===== config.mk =====
export PLATFORM = sky130hd
export DESIGN_NAME = perf_counter_unit
export DESIGN_NICKNAME = d
export VERILOG_FILES = /design/src/rtl/pcu_pkg.sv /design/src/rtl/pcu_event_counter.sv /design/src/rtl/pcu_cycle_counter.sv /design/src/rtl/pcu_setclr_reg.sv /design/src/rtl/perf_counter_unit.sv
export SDC_FILE = /design/constraint.sdc
export NUM_CORES = 2
export LEC_CHECK = 0
export BUFFER_PORTS_ARGS = -buffer_cell sky130_fd_sc_hd__buf_2
export CAP_MARGIN = 10
export CORE_ASPECT_RATIO = 0.7
export CORE_UTILIZATION = 30
export DETAILED_ROUTE_END_ITERATION = 8
export HOLD_SLACK_MARGIN = 0.15
export MAX_ROUTING_LAYER = met4
export PLACE_DENSITY = 0.52
export SLEW_MARGIN = 20
export SYNTH_ARGS = -nofsm -noshare
export SYNTH_HDL_FRONTEND = slang
export SYNTH_HIERARCHICAL = 1
export SYNTH_SLANG_ARGS = --single-unit

===== constraint.sdc =====
create_clock -name clk -period 5.3 [get_ports clk]
set_input_delay 0.795 -clock clk [delete_from_list [all_inputs] [get_ports clk]]
set_output_delay 0.795 -clock clk [all_outputs]
set_load 0.02 [all_outputs]

===== src/rtl/pcu_pkg.sv =====
package pcu_pkg;

  localparam logic [11:0] OFS_CNT_BASE = 12'h008;
  localparam logic [11:0] OFS_CYC_LO   = 12'h0F8;
  localparam logic [11:0] OFS_CYC_HI   = 12'h0FC;
  localparam logic [11:0] OFS_TAG_BASE = 12'h400;
  localparam logic [11:0] OFS_EN_SET   = 12'hC00;
  localparam logic [11:0] OFS_EN_CLR   = 12'hC20;
  localparam logic [11:0] OFS_IE_SET   = 12'hC40;
  localparam logic [11:0] OFS_IE_CLR   = 12'hC60;
  localparam logic [11:0] OFS_STS_CLR  = 12'hC80;
  localparam logic [11:0] OFS_STS_SET  = 12'hCC0;
  localparam logic [11:0] OFS_CFG      = 12'hE00;
  localparam logic [11:0] OFS_CTRL     = 12'hE04;

  localparam int CYC_BIT = 31;
  localparam int TAG_W   = 13;

  // Offset of event counter i
  function automatic logic [11:0] cnt_ofs(input int i);
    return 12'(32'(OFS_CNT_BASE) + 32'(i) * 8);
  endfunction

  // Offset of the source tag of counter i
  function automatic logic [11:0] tag_ofs(input int i);
    return 12'(32'(OFS_TAG_BASE) + 32'(i) * 4);
  endfunction

  // Implemented bit positions of the set/clear registers
  function automatic logic [31:0] slot_mask(input int n);
    logic [31:0] m;
    m = '0;
    for (int i = 0; i < n; i++) m[i] = 1'b1;
    m[CYC_BIT] = 1'b1;
    return m;
  endfunction

  // Constant identification word: width in 15:8, count in 7:0
  function automatic logic [31:0] cfg_word(input int n, input int w);
    return {16'h0000, 8'(w), 8'(n)};
  endfunction

  // Set/clear register update; a hardware set beats a software clear
  function automatic logic [31:0] sc_next(input logic [31:0] q,
                                          input logic [31:0] set_v,
                                          input logic [31:0] clr_v,
                                          input logic [31:0] hw_v);
    return (q | set_v | hw_v) & ~(clr_v & ~hw_v);
  endfunction

endpackage


===== src/rtl/pcu_event_counter.sv =====
module pcu_event_counter #(
  parameter int W = 32
) (
  input  logic         clk,
  input  logic         rst_n,
  input  logic         count_en,
  input  logic         strobe,
  input  logic         wr_en,
  input  logic [W-1:0] wr_data,
  input  logic         clr,
  output logic [W-1:0] value,
  output logic         wrap
);
  logic step;

  assign step = count_en && strobe && !wr_en && !clr;
  assign wrap = step && (&value);

  always_ff @(posedge clk or negedge rst_n) begin
    if (!rst_n)     value <= '0;
    else if (clr)   value <= '0;
    else if (wr_en) value <= wr_data;
    else if (step)  value <= value + 1'b1;
  end
endmodule


===== src/rtl/pcu_cycle_counter.sv =====
module pcu_cycle_counter #(
  parameter int HALF_W = 32
) (
  input  logic              clk,
  input  logic              rst_n,
  input  logic              count_en,
  input  logic              wr_lo,
  input  logic              wr_hi,
  input  logic [HALF_W-1:0] wr_data,
  input  logic              clr,
  output logic [2*HALF_W-1:0] value,
  output logic              wrap
);
  logic step;

  assign step = count_en && !wr_lo && !wr_hi && !clr;
  assign wrap = step && (&value);

  always_ff @(posedge clk or negedge rst_n) begin
    if (!rst_n) begin
      value <= '0;
    end else if (clr) begin
      value <= '0;
    end else if (wr_lo || wr_hi) begin
      if (wr_lo) value[HALF_W-1:0]        <= wr_data;
      if (wr_hi) value[2*HALF_W-1:HALF_W] <= wr_data;
    end else if (step) begin
      value <= value + 1'b1;
    end
  end
endmodule


===== src/rtl/pcu_setclr_reg.sv =====
module pcu_setclr_reg (
  input  logic        clk,
  input  logic        rst_n,
  input  logic [31:0] impl_mask,
  input  logic [31:0] set_v,
  input  logic [31:0] clr_v,
  input  logic [31:0] hw_v,
  output logic [31:0] q
);
  always_ff @(posedge clk or negedge rst_n) begin
    if (!rst_n) q <= '0;
    else        q <= pcu_pkg::sc_next(q, set_v, clr_v, hw_v) & impl_mask;
  end
endmodule


===== src/rtl/perf_counter_unit.sv =====
module perf_counter_unit #(
  parameter int NUM_EV = 8,
  parameter int DATA_W = 32
) (
  input  logic              clk,
  input  logic              rst_n,
  input  logic              bus_valid,
  input  logic              bus_write,
  input  logic [11:0]       bus_addr,
  input  logic [DATA_W-1:0] bus_wdata,
  output logic [DATA_W-1:0] bus_rdata,
  input  logic [NUM_EV-1:0] evt_strobe,
  output logic              irq
);
  import pcu_pkg::*;

  localparam logic [31:0] MASK = slot_mask(NUM_EV);
  localparam logic [31:0] CFG  = cfg_word(NUM_EV, DATA_W);

  logic wr, rd;
  assign wr = bus_valid && bus_write;
  assign rd = bus_valid && !bus_write;

  // Control
  logic gl_en, ctrl_wr, ev_clr, cyc_clr;
  assign ctrl_wr = wr && (bus_addr == OFS_CTRL);
  assign ev_clr  = ctrl_wr && bus_wdata[1];
  assign cyc_clr = ctrl_wr && bus_wdata[2];

  always_ff @(posedge clk or negedge rst_n) begin
    if (!rst_n)       gl_en <= 1'b0;
    else if (ctrl_wr) gl_en <= bus_wdata[0];
  end

  // Set/clear registers
  logic [31:0] en_q, ie_q, status;
  logic [31:0] hw_ovf;
  logic sts_clr_wr, sts_set_wr;
  assign sts_clr_wr = wr && (bus_addr == OFS_STS_CLR);
  assign sts_set_wr = wr && (bus_addr == OFS_STS_SET);

  pcu_setclr_reg u_en (
    .clk(clk), .rst_n(rst_n), .impl_mask(MASK),
    .set_v((wr && bus_addr == OFS_EN_SET) ? bus_wdata : 32'h0),
    .clr_v((wr && bus_addr == OFS_EN_CLR) ? bus_wdata : 32'h0),
    .hw_v(32'h0), .q(en_q));

  pcu_setclr_reg u_ie (
    .clk(clk), .rst_n(rst_n), .impl_mask(MASK),
    .set_v((wr && bus_addr == OFS_IE_SET) ? bus_wdata : 32'h0),
    .clr_v((wr && bus_addr == OFS_IE_CLR) ? bus_wdata : 32'h0),
    .hw_v(32'h0), .q(ie_q));

  pcu_setclr_reg u_sts (
    .clk(clk), .rst_n(rst_n), .impl_mask(MASK),
    .set_v(sts_set_wr ? bus_wdata : 32'h0),
    .clr_v(sts_clr_wr ? bus_wdata : 32'h0),
    .hw_v(hw_ovf), .q(status));

  // Event counters and source tags
  logic [NUM_EV-1:0][DATA_W-1:0] ev_val;
  logic [NUM_EV-1:0][TAG_W-1:0]  tag_q;
  logic [NUM_EV-1:0]             ev_wrap;

  for (genvar g = 0; g < NUM_EV; g++) begin : g_ev
    logic cnt_wr, tag_wr;
    assign cnt_wr = wr && (bus_addr == cnt_ofs(g));
    assign tag_wr = wr && (bus_addr == tag_ofs(g));

    pcu_event_counter #(.W(DATA_W)) u_cnt (
      .clk(clk), .rst_n(rst_n),
      .count_en(gl_en && en_q[g]),
      .strobe(evt_strobe[g]),
      .wr_en(cnt_wr), .wr_data(bus_wdata), .clr(ev_clr),
      .value(ev_val[g]), .wrap(ev_wrap[g]));

    always_ff @(posedge clk or negedge rst_n) begin
      if (!rst_n)      tag_q[g] <= '0;
      else if (tag_wr) tag_q[g] <= bus_wdata[TAG_W-1:0];
    end
  end

  // Cycle counter
  logic [2*DATA_W-1:0] cyc_val;
  logic cyc_wrap, cyc_wr_lo, cyc_wr_hi, cyc_wr;
  assign cyc_wr_lo = wr && (bus_addr == OFS_CYC_LO);
  assign cyc_wr_hi = wr && (bus_addr == OFS_CYC_HI);
  assign cyc_wr    = cyc_wr_lo || cyc_wr_hi;

  pcu_cycle_counter #(.HALF_W(DATA_W)) u_cyc (
    .clk(clk), .rst_n(rst_n),
    .count_en(gl_en && en_q[CYC_BIT]),
    .wr_lo(cyc_wr_lo), .wr_hi(cyc_wr_hi), .wr_data(bus_wdata),
    .clr(cyc_clr), .value(cyc_val), .wrap(cyc_wrap));

  always_comb begin
    hw_ovf = '0;
    hw_ovf[NUM_EV-1:0] = ev_wrap;
    hw_ovf[CYC_BIT]    = cyc_wrap;
  end

  // Read decode
  logic [DATA_W-1:0] rd_mux;
  logic              rd_hit;
  always_comb begin
    rd_mux = '0;
    rd_hit = 1'b1;
    unique case (bus_addr)
      OFS_CYC_LO:              rd_mux = cyc_val[DATA_W-1:0];
      OFS_CYC_HI:              rd_mux = cyc_val[2*DATA_W-1:DATA_W];
      OFS_EN_SET, OFS_EN_CLR:  rd_mux = en_q;
      OFS_IE_SET, OFS_IE_CLR:  rd_mux = ie_q;
      OFS_STS_CLR, OFS_STS_SET: rd_mux = status;
      OFS_CFG:                 rd_mux = CFG;
      OFS_CTRL:                rd_mux = {31'b0, gl_en};
      default: begin
        rd_hit = 1'b0;
        for (int i = 0; i < NUM_EV; i++) begin
          if (bus_addr == cnt_ofs(i)) begin
            rd_mux = ev_val[i];
            rd_hit = 1'b1;
          end
          if (bus_addr == tag_ofs(i)) begin
            rd_mux = {{(DATA_W-TAG_W){1'b0}}, tag_q[i]};
            rd_hit = 1'b1;
          end
        end
      end
    endcase
  end

  assign bus_rdata = rd ? rd_mux : '0;
  assign irq       = |(status & ie_q);

endmodule


==> summary.md <==
| Metric | Value |
|---|---|
| Initial antenna violation count | `15` |
| DIE HEIGHT | `284.9 um` |
| Synthesized flop and latch total | `521` |
| EDFF count, synth | `0` |
| Met3 wire length | `20800 um` |
| Worst EP arrival | `4.44 ns` |
| Clock Root Buffer | `clkbuf_16` |
| Met2 wire length | `69890 um` |
| Setup Total Neg Slack | `0 ns` |
| Unrepaired setup endpoints after global routing | `false` |
| IO Pins | `89` |
| DRT Pass-1 Iters | `9` |
| Core area | `113000 um2` |
| Metal-1 WL | `79160 um` |
| Final hold viol count | `0` |
| R2r setup slk | `1.75 ns` |
| Compound-Gate Fraction of Synth Area | `19.70%` |
| Power, Total | `9.015 mW` |
| Max Root-Sink Buffers | `3` |
| Final ANT Viol Nets | `0` |
| Worst-Margin Slew | `1.203 ns` |
| Critical Path Sink Type | `output pin` |
| Vias in the first global route | `30722` |
| DIE WIDTH | `406.2 um` |
| Total CTS buffers | `56` |
| Clk sinks | `521` |
| Synth Area in Simple Gates | `27.65%` |
| Synth cell types | `104` |
| Clock Power Share | `47.8%` |
| Tcrit/Tclk final | `98.83%` |
| Register area share after synthesis | `38.00%` |
| Leakage | `16.98 nW` |
| All-Layer GR Usage | `30.45%` |
| Mux cell area share after synthesis | `5.838%` |
| Highest metal used | `met4` |
| Total of max-cap violations | `0` |
| CTS tree | `yes` |
| Placed cells | `5503` |
| Die ar. | `115700 um2` |
| Synth Area per Inst | `9.169 um2` |
| Post-synthesis xor/xnor area fraction | `4.978%` |
| Worst skew pair latency | `0.66 ns` |
| Relative slew slack | `19.15%` |
| # hold bufs at CTS | `0` |
| CP Data Required Time | `4.51 ns` |
| Pins Over Slew Limit | `0` |
| NetSw | `2.437 mW` |
| Cell count after synthesis | `3742` |
| Filler cell count | `11600` |
| Worst vdd ir | `0.1950 mV` |
| Largest cells by area after synthesis | `dfrtp_1, and2_1, mux2_2` |
| Initial DRC Count | `5492` |
| Critical path startpoint category | `input port` |
| First-pass GRT wire length | `245700 um` |
| DR vias/cell | `6.057` |
| Status | `complete, no violations` |
| Pint | `6.578 mW` |
| Flop pwr share | `45.7%` |
| Main synth FF type | `dfrtp_1` |
| Switching Share | `27.03%` |
| Port Buffer Count | `88` |
| CTS HTree Levels | `2` |
| Share of layout cells above drive strength 1 | `14.45%` |
| Final non-filler cell total | `5616` |
| Avg WL per Cell | `31.19 um` |
| RePlAce Congestion | `1.027` |
| Top cell type's share of synthesized area | `38.00%` |
| Cell Pwr Density | `227.5 nW/um2` |
| Final setup fails | `0` |
| Row count | `103` |
| Synthesis-to-layout area growth | `15.47%` |
| Largest family of logic cells by synthesized area | `simple AND/OR/NAND/NOR gates` |
| Pin count of the biggest net entering global routing | `95` |
| Comb power frac | `6.5%` |
| Fmax achieved | `190.9 MHz` |
| Clock transition at the registers of the reported paths | `0.07 ns` |
| Max FO, Critical Path | `32` |
| Starting Density | `30.36%` |
| Drt drc | `0` |
| Final Core Density | `35.05%` |
| Post-synth top area cell | `dfrtp_1` |
| Final net count | `4104` |
| Crit path time final | `5.238 ns` |
| Crit path kind | `in -> out` |
| Worst Hold Class | `in -> async` |
| GRT overflow | `0` |
| Asr flop ratio synth | `100.0%` |
| Routed WL | `175200 um` |
| Post-Syn Area | `34310 um2` |
| HPWL after DPL | `127900 um` |
| Warnings from Yosys | `6` |
| Vias | `34016` |
| Final Skew | `0.02889 ns` |
| Adder-Cell Fraction of Synth Area | `0.3282%` |
==> state kept, by name (all words and copies together) (netlist names) <==
| name | cells |
|---|---|
| g_ev.u_cnt/value | 256 |
| tag_q | 104 |
| u_cyc/value | 64 |
| u_en/q | 32 |
| u_ie/q | 32 |
| u_sts/q | 32 |
| gl_en | 1 |
==> what timing repair did <==
action | in CTS | in global routing
buffers inserted | 0 | 0
endpoints found under the setup margin | 0 | 1
hold endpoints to repair | 0 | 0
resized for setup | 0 | 1
==> kinds of logic after synthesis <==
| family | count (synthesis) |
|---|---|
| multiplexers | 185 |
| AO/OA/AOI/OAI | 881 |
| AND/OR/NAND/NOR | 1677 |
| flip-flops | 521 |
| adder cells (fa/ha/maj) | 9 |
| buffers and inverters | 272 |
| other | 2 |
| XOR/XNOR | 195 |
==> path summary, 6_finish.rpt <==
kind | to | cells past startpoint | from
setup / recovery | bus_rdata[30] | 9 | bus_addr[9]
hold / removal | u_cyc/value[20]$_DFFE_PN0P_ | 1 | rst_n
setup reg to reg | u_sts/q[0]$_DFF_PN0_ | 7 | gl_en$_DFFE_PN0P_
hold reg to reg | tag_q[61]$_DFFE_PN0P_ | 1 | tag_q[61]$_DFFE_PN0P_
max in group asynchronous | g_ev[3].u_cnt/value[27]$_DFFE_PN0P_ | 2 | rst_n
min in group clk | tag_q[61]$_DFFE_PN0P_ | 1 | tag_q[61]$_DFFE_PN0P_
==> area by class of cell <==
| type | instances | area [um2] | area share [%] |
|---|---|---|---|
| multi-input combinational | 3217 | 21190 | 53.48 |
| sequential | 521 | 13040 | 32.91 |
| tap | 1522 | 1904 | 4.807 |
| clock buffer | 81 | 1625 | 4.103 |
| timing repair buffer | 202 | 1406 | 3.550 |
| clock inverter | 21 | 275.3 | 0.6948 |
| inverter | 41 | 153.9 | 0.3885 |
| antenna | 11 | 27.53 | 0.06948 |
==> cell usage in the layout (no fill, tap or decap), types with 15 or more instances in the layout <==
| cell type | n |
|---|---|
| a22oi_1 | 63 |
| a22o_1 | 16 |
| nor3_1 | 84 |
| a211oi_2 | 29 |
| and3_1 | 68 |
| and4_1 | 27 |
| buf_4 | 106 |
| conb_1 | 270 |
| nand2_1 | 297 |
| clkbuf_16 | 56 |
| mux2_2 | 115 |
| xor2_1 | 133 |
| buf_2 | 87 |
| and4_2 | 15 |
| nor4_2 | 18 |
| a31oi_1 | 15 |
| a211oi_1 | 108 |
| or4_1 | 16 |
| and2_1 | 214 |
| a21oi_1 | 145 |
| or3_1 | 16 |
| o211ai_1 | 49 |
| nor4_1 | 37 |
| o21ai_0 | 93 |
| o2bb2ai_1 | 16 |
| a222oi_1 | 38 |
| mux2i_1 | 64 |
| dfrtp_1 | 521 |
| o311a_1 | 98 |
| xnor2_1 | 62 |
| nand3_1 | 174 |
| nand2b_1 | 99 |
| o22ai_1 | 19 |
| a221oi_1 | 41 |
| nand4_1 | 158 |
| nor2_1 | 318 |
| inv_1 | 40 |
==> routing by layer <==
layer / track usage, % / up-vias
li1: - / 14568
met1: 44.40 / 17166
met2: 40.12 / 2013
met3: 8.547 / 269
met4: 8.613 / 0
met5: - / -
==> worst max-delay path: stages <==
cell       delay, ns
buf_2           0.14
or4_4           0.75
or4_4           0.86
o2bb2ai_2       0.48
a221o_1         0.28
a221oi_1        0.09
a31oi_1         0.63
buf_4           0.22
buf_2           0.15
==> Yosys cell counts, types with 99 or more instances <==
| cell | n |
|---|---|
| dfrtp_1 | 521 |
| nor2_1 | 322 |
| nand2_1 | 297 |
| and2_1 | 215 |
| nand3_1 | 174 |
| nand4_1 | 158 |
| a21oi_1 | 145 |
| clkbuf_1 | 142 |
| xor2_1 | 133 |
| mux2_2 | 115 |
| a211oi_1 | 109 |
| nand2b_1 | 99 |
==> stage by stage <==
stage / hold slack, ns / worst slack [ns] / cell area (um2)
6_report: 0.1550 / 0.06199 / 39620
5_1_grt: 0.1871 / 0.08123 / 39610
4_1_cts: 0.1894 / 0.02202 / 39580
3_5_place_dp: 0.4924 / 0.02413 / 37680
3_3_place_gp: 0.4867 / 0.03250 / 37680
2_1_floorplan: 0.4649 / 1.149 / 35320
==> power by group through the flow <==
stage | registers [mW] | logic (mW) | clock network (mW)
global placement | 4.19 | 0.568 | 0
CTS | 4.11 | 0.569 | 4.36
floorplan | 4.14 | 0.183 | 0
detailed placement | 4.19 | 0.568 | 0
global route | 4.12 | 0.616 | 4.51
finish | 4.12 | 0.588 | 4.31
Note: power is estimated with default switching activity, not from simulation.
